===== config.mk =====
export PLATFORM = sky130hd
export DESIGN_NAME = perf_lvl_ctrl
export DESIGN_NICKNAME = d
export VERILOG_FILES = /design/src/rtl/perf_lvl_pkg.sv /design/src/rtl/perf_lvl_cfg.sv /design/src/rtl/perf_lvl_seq.sv /design/src/rtl/perf_lvl_flag.sv /design/src/rtl/perf_lvl_ctrl.sv
export SDC_FILE = /design/constraint.sdc
export NUM_CORES = 1
export LEC_CHECK = 0
export BUFFER_PORTS_ARGS = -buffer_cell sky130_fd_sc_hd__buf_4
export CELL_PAD_IN_SITES_DETAIL_PLACEMENT = 1
export CELL_PAD_IN_SITES_GLOBAL_PLACEMENT = 1
export CORE_MARGIN = 2
export CORE_UTILIZATION = 30
export DETAILED_ROUTE_END_ITERATION = 7
export PLACE_DENSITY_LB_ADDON = 0.12
export SLEW_MARGIN = 20
export SYNTH_ARGS = -nofsm -noshare
export SYNTH_HDL_FRONTEND = slang
export SYNTH_HIERARCHICAL = 1
export SYNTH_SLANG_ARGS = --single-unit

===== constraint.sdc =====
create_clock -name clk_i -period 1.5 [get_ports clk_i]
set_clock_uncertainty 0.15 [all_clocks]
set_input_delay 0.225 -clock clk_i [delete_from_list [all_inputs] [get_ports clk_i]]
set_output_delay 0.225 -clock clk_i [all_outputs]
set_load 0.1 [all_outputs]

===== src/rtl/perf_lvl_pkg.sv =====
package perf_lvl_pkg;
  typedef enum logic {
    SEQ_IDLE = 1'b0,
    SEQ_BUSY = 1'b1
  } seq_st_e;
endpackage


===== src/rtl/perf_lvl_cfg.sv =====
module perf_lvl_cfg #(
  parameter int unsigned NUM_LEVELS = 4,
  parameter int unsigned LVL_W      = 2
) (
  input  logic             clk_i,
  input  logic             rst_ni,
  input  logic             lvl_wr_i,
  input  logic [LVL_W-1:0] lvl_wdata_i,
  input  logic             dis_wr_i,
  input  logic             dis_wdata_i,
  input  logic             take_i,
  output logic             pend_vld_o,
  output logic [LVL_W-1:0] pend_lvl_o
);
  logic             dis_q;
  logic             pend_vld_q;
  logic [LVL_W-1:0] pend_lvl_q;
  logic             code_ok;
  logic             dis_rise;
  logic             lvl_accept;

  // codes beyond the implemented levels are dropped
  generate
    if ((1 << LVL_W) == NUM_LEVELS) begin : g_full
      assign code_ok = 1'b1;
    end else begin : g_part
      assign code_ok = (32'(lvl_wdata_i) < NUM_LEVELS);
    end
  endgenerate

  assign dis_rise   = dis_wr_i && dis_wdata_i && !dis_q;
  assign lvl_accept = lvl_wr_i && !dis_q && code_ok;

  always_ff @(posedge clk_i or negedge rst_ni) begin
    if (!rst_ni) begin
      dis_q <= 1'b0;
    end else if (dis_wr_i) begin
      dis_q <= dis_wdata_i;
    end
  end

  always_ff @(posedge clk_i or negedge rst_ni) begin
    if (!rst_ni) begin
      pend_vld_q <= 1'b0;
      pend_lvl_q <= '0;
    end else if (dis_rise) begin
      pend_vld_q <= 1'b1;
      pend_lvl_q <= '0;
    end else if (lvl_accept) begin
      pend_vld_q <= 1'b1;
      pend_lvl_q <= lvl_wdata_i;
    end else if (take_i) begin
      pend_vld_q <= 1'b0;
    end
  end

  assign pend_vld_o = pend_vld_q;
  assign pend_lvl_o = pend_lvl_q;


  dis_pins_zero_chk: assert property (@(posedge clk_i) disable iff (!rst_ni)
    dis_q |-> (!pend_vld_q || pend_lvl_q == '0));


  dis_ignores_wr_chk: assert property (@(posedge clk_i) disable iff (!rst_ni)
    (dis_q && !dis_wr_i && !take_i) |=> $stable(pend_lvl_q) && $stable(pend_vld_q));
endmodule


===== src/rtl/perf_lvl_seq.sv =====
module perf_lvl_seq
  import perf_lvl_pkg::*;
#(
  parameter int unsigned LVL_W = 2
) (
  input  logic             clk_i,
  input  logic             rst_ni,
  input  logic             active_i,
  input  logic             pend_vld_i,
  input  logic [LVL_W-1:0] pend_lvl_i,
  input  logic             ack_i,
  output logic             take_o,
  output logic             done_o,
  output logic             req_o,
  output logic [LVL_W-1:0] req_lvl_o,
  output logic [LVL_W-1:0] cur_lvl_o
);
  seq_st_e          state_q, state_d;
  logic [LVL_W-1:0] cur_q, req_q;
  logic             same_lvl, ack_hit;

  assign take_o   = (state_q == SEQ_IDLE) && pend_vld_i && active_i;
  assign same_lvl = (pend_lvl_i == cur_q);
  assign ack_hit  = (state_q == SEQ_BUSY) && ack_i;
  assign done_o   = (take_o && same_lvl) || ack_hit;

  always_comb begin
    state_d = state_q;
    unique case (state_q)
      SEQ_IDLE: if (take_o && !same_lvl) state_d = SEQ_BUSY;
      SEQ_BUSY: if (ack_i) state_d = SEQ_IDLE;
      default:  state_d = SEQ_IDLE;
    endcase
  end

  always_ff @(posedge clk_i or negedge rst_ni) begin
    if (!rst_ni) begin
      state_q <= SEQ_IDLE;
      req_q   <= '0;
      cur_q   <= '0;
    end else begin
      state_q <= state_d;
      if (take_o && !same_lvl) req_q <= pend_lvl_i;
      if (ack_hit) cur_q <= req_q;
    end
  end

  assign req_o     = (state_q == SEQ_BUSY);
  assign req_lvl_o = req_q;
  assign cur_lvl_o = cur_q;


  req_held_chk: assert property (@(posedge clk_i) disable iff (!rst_ni)
    (req_o && !ack_i) |=> req_o && $stable(req_lvl_o));


  lvl_only_on_ack_chk: assert property (@(posedge clk_i) disable iff (!rst_ni)
    !ack_hit |=> $stable(cur_lvl_o));


  same_no_req_chk: assert property (@(posedge clk_i) disable iff (!rst_ni)
    (take_o && same_lvl) |=> !req_o);


  idle_when_inactive_chk: assert property (@(posedge clk_i) disable iff (!rst_ni)
    (!active_i && !req_o) |=> !req_o);
endmodule


===== src/rtl/perf_lvl_flag.sv =====
module perf_lvl_flag (
  input  logic clk_i,
  input  logic rst_ni,
  input  logic set_i,
  input  logic clr_i,
  input  logic ien_wr_i,
  input  logic ien_wdata_i,
  output logic ready_o,
  output logic irq_o
);
  logic ready_q, ien_q;

  always_ff @(posedge clk_i or negedge rst_ni) begin
    if (!rst_ni) begin
      ready_q <= 1'b0;
      ien_q   <= 1'b0;
    end else begin
      if (set_i)      ready_q <= 1'b1;
      else if (clr_i) ready_q <= 1'b0;
      if (ien_wr_i)   ien_q   <= ien_wdata_i;
    end
  end

  assign ready_o = ready_q;
  assign irq_o   = ready_q && ien_q;


  set_wins_chk: assert property (@(posedge clk_i) disable iff (!rst_ni)
    set_i |=> ready_o);


  clr_takes_chk: assert property (@(posedge clk_i) disable iff (!rst_ni)
    (clr_i && !set_i) |=> !ready_o);
endmodule


===== src/rtl/perf_lvl_ctrl.sv =====
module perf_lvl_ctrl #(
  parameter int unsigned NUM_LEVELS = 4,
  localparam int unsigned LVL_W = (NUM_LEVELS > 1) ? $clog2(NUM_LEVELS) : 1
) (
  input  logic             clk_i,
  input  logic             rst_ni,
  input  logic             lvl_wr_i,
  input  logic [LVL_W-1:0] lvl_wdata_i,
  input  logic             dis_wr_i,
  input  logic             dis_wdata_i,
  input  logic             ien_wr_i,
  input  logic             ien_wdata_i,
  input  logic             flag_clr_i,
  input  logic             active_i,
  input  logic             reg_ack_i,
  output logic [LVL_W-1:0] cur_lvl_o,
  output logic             reg_req_o,
  output logic [LVL_W-1:0] reg_lvl_o,
  output logic             ready_o,
  output logic             irq_o
);
  logic             pend_vld, take, done;
  logic [LVL_W-1:0] pend_lvl;

  perf_lvl_cfg #(.NUM_LEVELS(NUM_LEVELS), .LVL_W(LVL_W)) u_cfg (
    .clk_i       (clk_i),
    .rst_ni      (rst_ni),
    .lvl_wr_i    (lvl_wr_i),
    .lvl_wdata_i (lvl_wdata_i),
    .dis_wr_i    (dis_wr_i),
    .dis_wdata_i (dis_wdata_i),
    .take_i      (take),
    .pend_vld_o  (pend_vld),
    .pend_lvl_o  (pend_lvl)
  );

  perf_lvl_seq #(.LVL_W(LVL_W)) u_seq (
    .clk_i      (clk_i),
    .rst_ni     (rst_ni),
    .active_i   (active_i),
    .pend_vld_i (pend_vld),
    .pend_lvl_i (pend_lvl),
    .ack_i      (reg_ack_i),
    .take_o     (take),
    .done_o     (done),
    .req_o      (reg_req_o),
    .req_lvl_o  (reg_lvl_o),
    .cur_lvl_o  (cur_lvl_o)
  );

  perf_lvl_flag u_flag (
    .clk_i       (clk_i),
    .rst_ni      (rst_ni),
    .set_i       (done),
    .clr_i       (flag_clr_i),
    .ien_wr_i    (ien_wr_i),
    .ien_wdata_i (ien_wdata_i),
    .ready_o     (ready_o),
    .irq_o       (irq_o)
  );


  reset_state_chk: assert property (@(posedge clk_i)
    !rst_ni |-> (cur_lvl_o == '0 && !reg_req_o && !ready_o));
endmodule


==> results.toml, run 1 <==
[timing]
rsz0062_at_grt = "yes"
slew_violations = 0
finalWorstSetupSlack_ns = -0.03285
period_share_pct = 102.2
hold_viol_final = 0
min_period_ns = 1.533
maxSlewHeadroom_pct = 77.84
holdWs_ns = 0.03219
setup-tns-final_ns = -0.06468
tightest_slew_ns = 0.3301
finalSetupViolations = 2
max_freq_mhz = 652.4

[floorplan]
die_w_um = 44.59
core-area_um2 = 1524
pin_count = 19
start_util_pct = 32.43
die_h_um = 44.59
die-area_um2 = 1988
num_rows = 14

[worst_setup_path]
regToRegEndpoint = "u_seq/req_lvl_o[1]"
crit_path_start = "u_seq/req_o"
crit_cells = 3
startpoint_type = "flop"
required_ns = 1.51
worstRegToRegCells = 3
crit_path_end = "u_seq/req_lvl_o[1]"
crit_family = "flip-flops"
cp_slowest_cell = "dfrtp_4"
critPathArrivalTime_ns = 1.54
critPathKind = "flop to flop"
crit_chain = "nand3b_1 -> a21oi_4 -> mux2_4"
end_kind = "flop"
slowest_delay_ns = 0.47
cp.buffers_inverters = 0
rr_startpoint = "u_seq/req_o"
path_max_fanout = 3
reg2reg_slack_ns = -0.03

[grt]
gr-usage-all-layers_pct = 13.05
grt_antenna_before_repair = 0
grt_pass1_vias = 408
grt_max_degree = 12
grt_pass1_wl_mm = 1.752
overflow = 0

[clocking]
cts.sinks = 11
cts_made_buffers = 3
cts_tree = "done"
clk_pin_slew_ns = 0.07
h-tree-depth = 1
cts_buffer_depth = 2
clk_latency_ns = 0.27
cts_root_buf = "clkbuf_4"

[synthesis]
synth_cell_types = 17
syn_inst = 43
ys_warn_count = 6
ys_ff_latch = 11
ys_seq_area_share_pct = 55.70
avgSynthCellArea_um2 = 11.49
synth_fp_nets = 55
yosysTopAreaCell = "dfrtp_1"
synthTopCellsByArea = "dfrtp_1, mux2_1, inv_1, mux2_2, a22o_1"
synth_top_area_share_pct = 55.70
synth_area_um2 = 494.2

[layout]
mostFrequentLayoutCells = "buf_4, dfrtp_1, inv_1"
drive_gt1_share_pct = 54.29
layout_commonest_cell = "buf_4"
syn_to_final_growth_pct = 53.67
fillers = 172
finish.net_count = 83
fin_cells = 86
final_area_um2 = 759.5
antenna_cells = 0

[placed_design]
dp.cells = 79
portBuffers = 18
globalplace.congestion = 0.7219
dp_hpwl_um = 818.5
placed_area_um2 = 678.2

[routing]
drcViolationCount = 0
dr.pass1.iters = 3
wl_met1_um = 512
drt_iter0_drc = 2
wl_met3_um = 61
totalWireLength_mm = 1.147
num_vias = 410
wl_met2_um = 555
vias_per_cell = 4.767
dr.max_layer_used = "met4"
ant_nets = 0
routedWlPerCell_um = 13.34

[job]
cap_violations = 0

[run_status]
violations = "negative setup slack"
status = "finished, violations left"

[hold_path]
hp-class = "input port to flop"
[cell families after synthesis]
kind of cell           count (synthesis)  share of synthesized area, %
flip-flops                            11                         55.70
XOR/XNOR                               2                         3.545
AO/OA/AOI/OAI                         12                         15.95
multiplexers                           6                         14.43
AND/OR/NAND/NOR                        6                         5.825
buffers and inverters                  6                         4.557
[cells in the mapped netlist, drive strengths merged]
master	n
and2	1
a21o	2
dfrtp	11
nand2	2
o21ai	3
nor2	2
xnor2	2
o22ai	1
a22o	2
mux2	6
a21oi	4
inv	6
nand3b	1
[state kept, by name, indices dropped and copies added (netlist names)]
| register | cells |
|---|---|
| u_cfg/pend_lvl_o | 2 |
| u_seq/cur_lvl_o | 2 |
| u_seq/req_lvl_o | 2 |
| u_cfg/dis_q | 1 |
| u_cfg/pend_vld_o | 1 |
| u_flag/ien_q | 1 |
| u_flag/ready_o | 1 |
| u_seq/req_o | 1 |
[metal layers]
layer  track usage [%]  vias to the layer above
met5                 0                        -
li1                  -                      201
met4             9.091                        0
met2             19.42                       11
met3             4.898                        2
met1             15.38                      196
[worst min-delay path by stage]
stage	to	slack, ns	startpoint	depth (start not counted)
finish	u_flag/ien_q	0.03	ien_wdata_i	2
global route	u_flag/ien_q	0.03	ien_wdata_i	2
CTS	u_flag/ien_q	0.03	ien_wdata_i	2
detailed placement	u_seq/req_o	-0.08	rst_ni	1
global placement	u_flag/ien_q	-0.08	rst_ni	1
floorplan	u_cfg/dis_q	-0.22	rst_ni	0
[area by class of cell]
class,count,area [um2],area share [%]
Timing Repair Buffer,23,182.7,24.05
Sequential cell,11,287.8,37.89
Multi-Input combinational cell,26,220.2,29.00
Clock buffer,4,26.28,3.460
Inverter,6,22.52,2.965
Tap cell,16,20.02,2.636
[per-stage QoR]
| step | worst slack, ns | utilization (%) |
|---|---|---|
| global placement | 0.04407 | 44.50 |
| detailed placement | 0.009573 | 44.50 |
| global route | -0.07532 | 49.84 |
| finish | -0.03285 | 49.84 |
| CTS | 0.005144 | 47.37 |
| floorplan | -0.1198 | - |
[repair_timing]
item                       in CTS  in global routing
gates resized for setup         0                  6
buffers inserted                1                  1
cloned                          0                  0
hold endpoints to repair       11                  0
hold buffers                    1                  0
setup endpoints to repair       1                  5
[worst register-to-register path, stage by stage (launching register included)]
cell	delay, ns
dfrtp_4	0.47
nand3b_1	0.26
a21oi_4	0.22
mux2_4	0.32
Power of run 1 is left out: the tool's default activity adds up to more than one toggle a clock period on the data nets, which glitch-free logic cannot reach.
==> run 2: changes to the inputs <==
--- a/config.mk
+++ b/config.mk
@@ -5,7 +5,7 @@
 export SDC_FILE = /design/constraint.sdc
 export NUM_CORES = 1
 export LEC_CHECK = 0
-export BUFFER_PORTS_ARGS = -buffer_cell sky130_fd_sc_hd__buf_4
+export BUFFER_PORTS_ARGS = -buffer_cell sky130_fd_sc_hd__buf_2
 export CELL_PAD_IN_SITES_DETAIL_PLACEMENT = 1
 export CELL_PAD_IN_SITES_GLOBAL_PLACEMENT = 1
 export CORE_MARGIN = 2
==> run 2 against run 1 <==
Against the previous run:
- global-route usage grew 1.4 points
- worst setup slack improved by 0.017 ns
- critical path depth unchanged
- critical path type unchanged
- cell area increased by 3.8%
- routed wire length is 4.9% higher
- highest routed layer is now met3
- the run still ends with negative setup slack left
- sequential cell count unchanged
- core utilization up 1.9 points
- die area unchanged
- sequential share of layout area fell by 1.4 points
- cell count rose by 1.2%
- via count rose by 0.73%
- non-clock buffer count rose by 1
==> results.toml, run 2 (synthesized netlist as in run 1, its figures left out) <==
[floorplan]
start_util_pct = 32.43
num_rows = 14
die-area_um2 = 1988
die_w_um = 44.59
die_h_um = 44.59
core-area_um2 = 1524
pin_count = 19

[timing]
setup-tns-final_ns = -0.02252
finalWorstSetupSlack_ns = -0.01623
min_period_ns = 1.516
max_freq_mhz = 659.5
period_share_pct = 101.1
finalSetupViolations = 2
slew_violations = 0
holdWs_ns = 0.04785
maxSlewHeadroom_pct = 67.83
tightest_slew_ns = 0.4859
hold_viol_final = 0
rsz0062_at_grt = "yes"

[routing]
drcViolationCount = 0
vias_per_cell = 4.747
drt_iter0_drc = 5
ant_nets = 0
routedWlPerCell_um = 13.83
dr.pass1.iters = 4
num_vias = 413
totalWireLength_mm = 1.203

[grt]
use_met2_pct = 26.09
grt_antenna_before_repair = 0
grt_max_degree = 12
grt_most_used_layer = "met2"
met3_usage_pct = 6.122
grt_pass1_vias = 462
grt_pass1_wl_mm = 2.001
overflow = 0
grtUsageMet1_pct = 15.13
gr-usage-all-layers_pct = 14.41

[layout]
antenna_cells = 0
drive_gt1_share_pct = 57.75
final_util_pct = 51.72
syn_to_final_growth_pct = 59.49
mostFrequentLayoutCells = "buf_2, dfrtp_1, inv_1, clkbuf_4, buf_4"
finish.net_count = 84
layout_commonest_cell = "buf_2"

[clocking]
h-tree-depth = 1
clk_latency_ns = 0.26
clk_pin_slew_ns = 0.07
cts_tree = "done"
cts.sinks = 11
cts_root_buf = "clkbuf_4"
cts_made_buffers = 3
cts_buffer_depth = 2

[run_status]
violations = "negative setup slack"
status = "finished, violations left"

[hold_path]
hp-class = "input port to flop"
min_path_cells = 2

[worst_setup_path]
end_kind = "flop"
startpoint_type = "flop"
path_max_fanout = 3
worstRegToRegCells = 3
required_ns = 1.50
critPathArrivalTime_ns = 1.52
critPathKind = "flop to flop"

[placed_design]
globalplace.congestion = 0.7024
portBuffers = 18
dp_hpwl_um = 922.3

[job]
cap_violations = 0
==> run 2: cell count changes in the layout (fill, tap and decap cells not counted) <==
cell      previous run  this run
buf_12               0         4
buf_2                0        12
buf_4               20         5
buf_6                2         0
clkbuf_1             1         0
clkbuf_4             3         5
clkinv_2             0         1
xnor2_1              1         0
xnor2_2              1         2
==> run 2: worst max-delay path: stages, from the launching register on <==
cell	delay, ns
dfrtp_4	0.47
nand3b_1	0.25
a21oi_4	0.22
mux2_4	0.32
==> run 2: cell type report <==
| class | count | area, um2 |
|---|---|---|
| fill | 174 | 735.7 |
| sequential | 11 | 287.8 |
| multi-input combinational | 26 | 227.7 |
| timing repair buffer | 24 | 202.7 |
| clock buffer | 3 | 22.52 |
| inverter | 6 | 22.52 |
| tap | 16 | 20.02 |
| clock inverter | 1 | 5.005 |
==> run 2: path summary, 6_finish.rpt <==
check	from	end	slack (ns)
hold reg to reg	u_flag/ready_o	u_flag/ready_o	0.35
setup reg to reg	u_seq/req_o	u_seq/req_lvl_o[0]	-0.02
min in group asynchronous	rst_ni	u_seq/req_lvl_o[0]	0.20
max in group asynchronous	rst_ni	u_seq/req_o	0.78
setup / recovery	u_seq/req_o	u_seq/req_lvl_o[0]	-0.02
hold / removal	ien_wdata_i	u_flag/ien_q	0.05
==> run 2: repair_timing <==
| item | 4_1_cts | 5_1_grt |
|---|---|---|
| endpoints found under the hold margin | 11 | 0 |
| pin swaps | 1 | 0 |
| buffers inserted | 1 | 0 |
| endpoints found under the setup margin | 2 | 4 |
| hold buffers | 1 | 0 |
| resized for setup | 2 | 5 |
==> run 2: routing by layer <==
metal / share of wire [%] / wire [um] / vias to the layer above
met5: 0 / 0 / -
met4: 0 / 0 / 0
met3: 5.9 / 71 / 0
met2: 51 / 609 / 11
met1: 43 / 522 / 198
li1: - / - / 204
==> run 2: metrics by stage <==
stage	area [um2]	std cells	setup slack (ns)
3_5_place_dp	708.2	81	0.02096
5_1_grt	788.3	87	-0.04557
3_3_place_gp	708.2	81	0.06100
2_1_floorplan	508.0	43	-0.1198
4_1_cts	768.2	87	-0.005258
6_report	788.3	87	-0.01623
Power of run 2 is left out for the same reason.
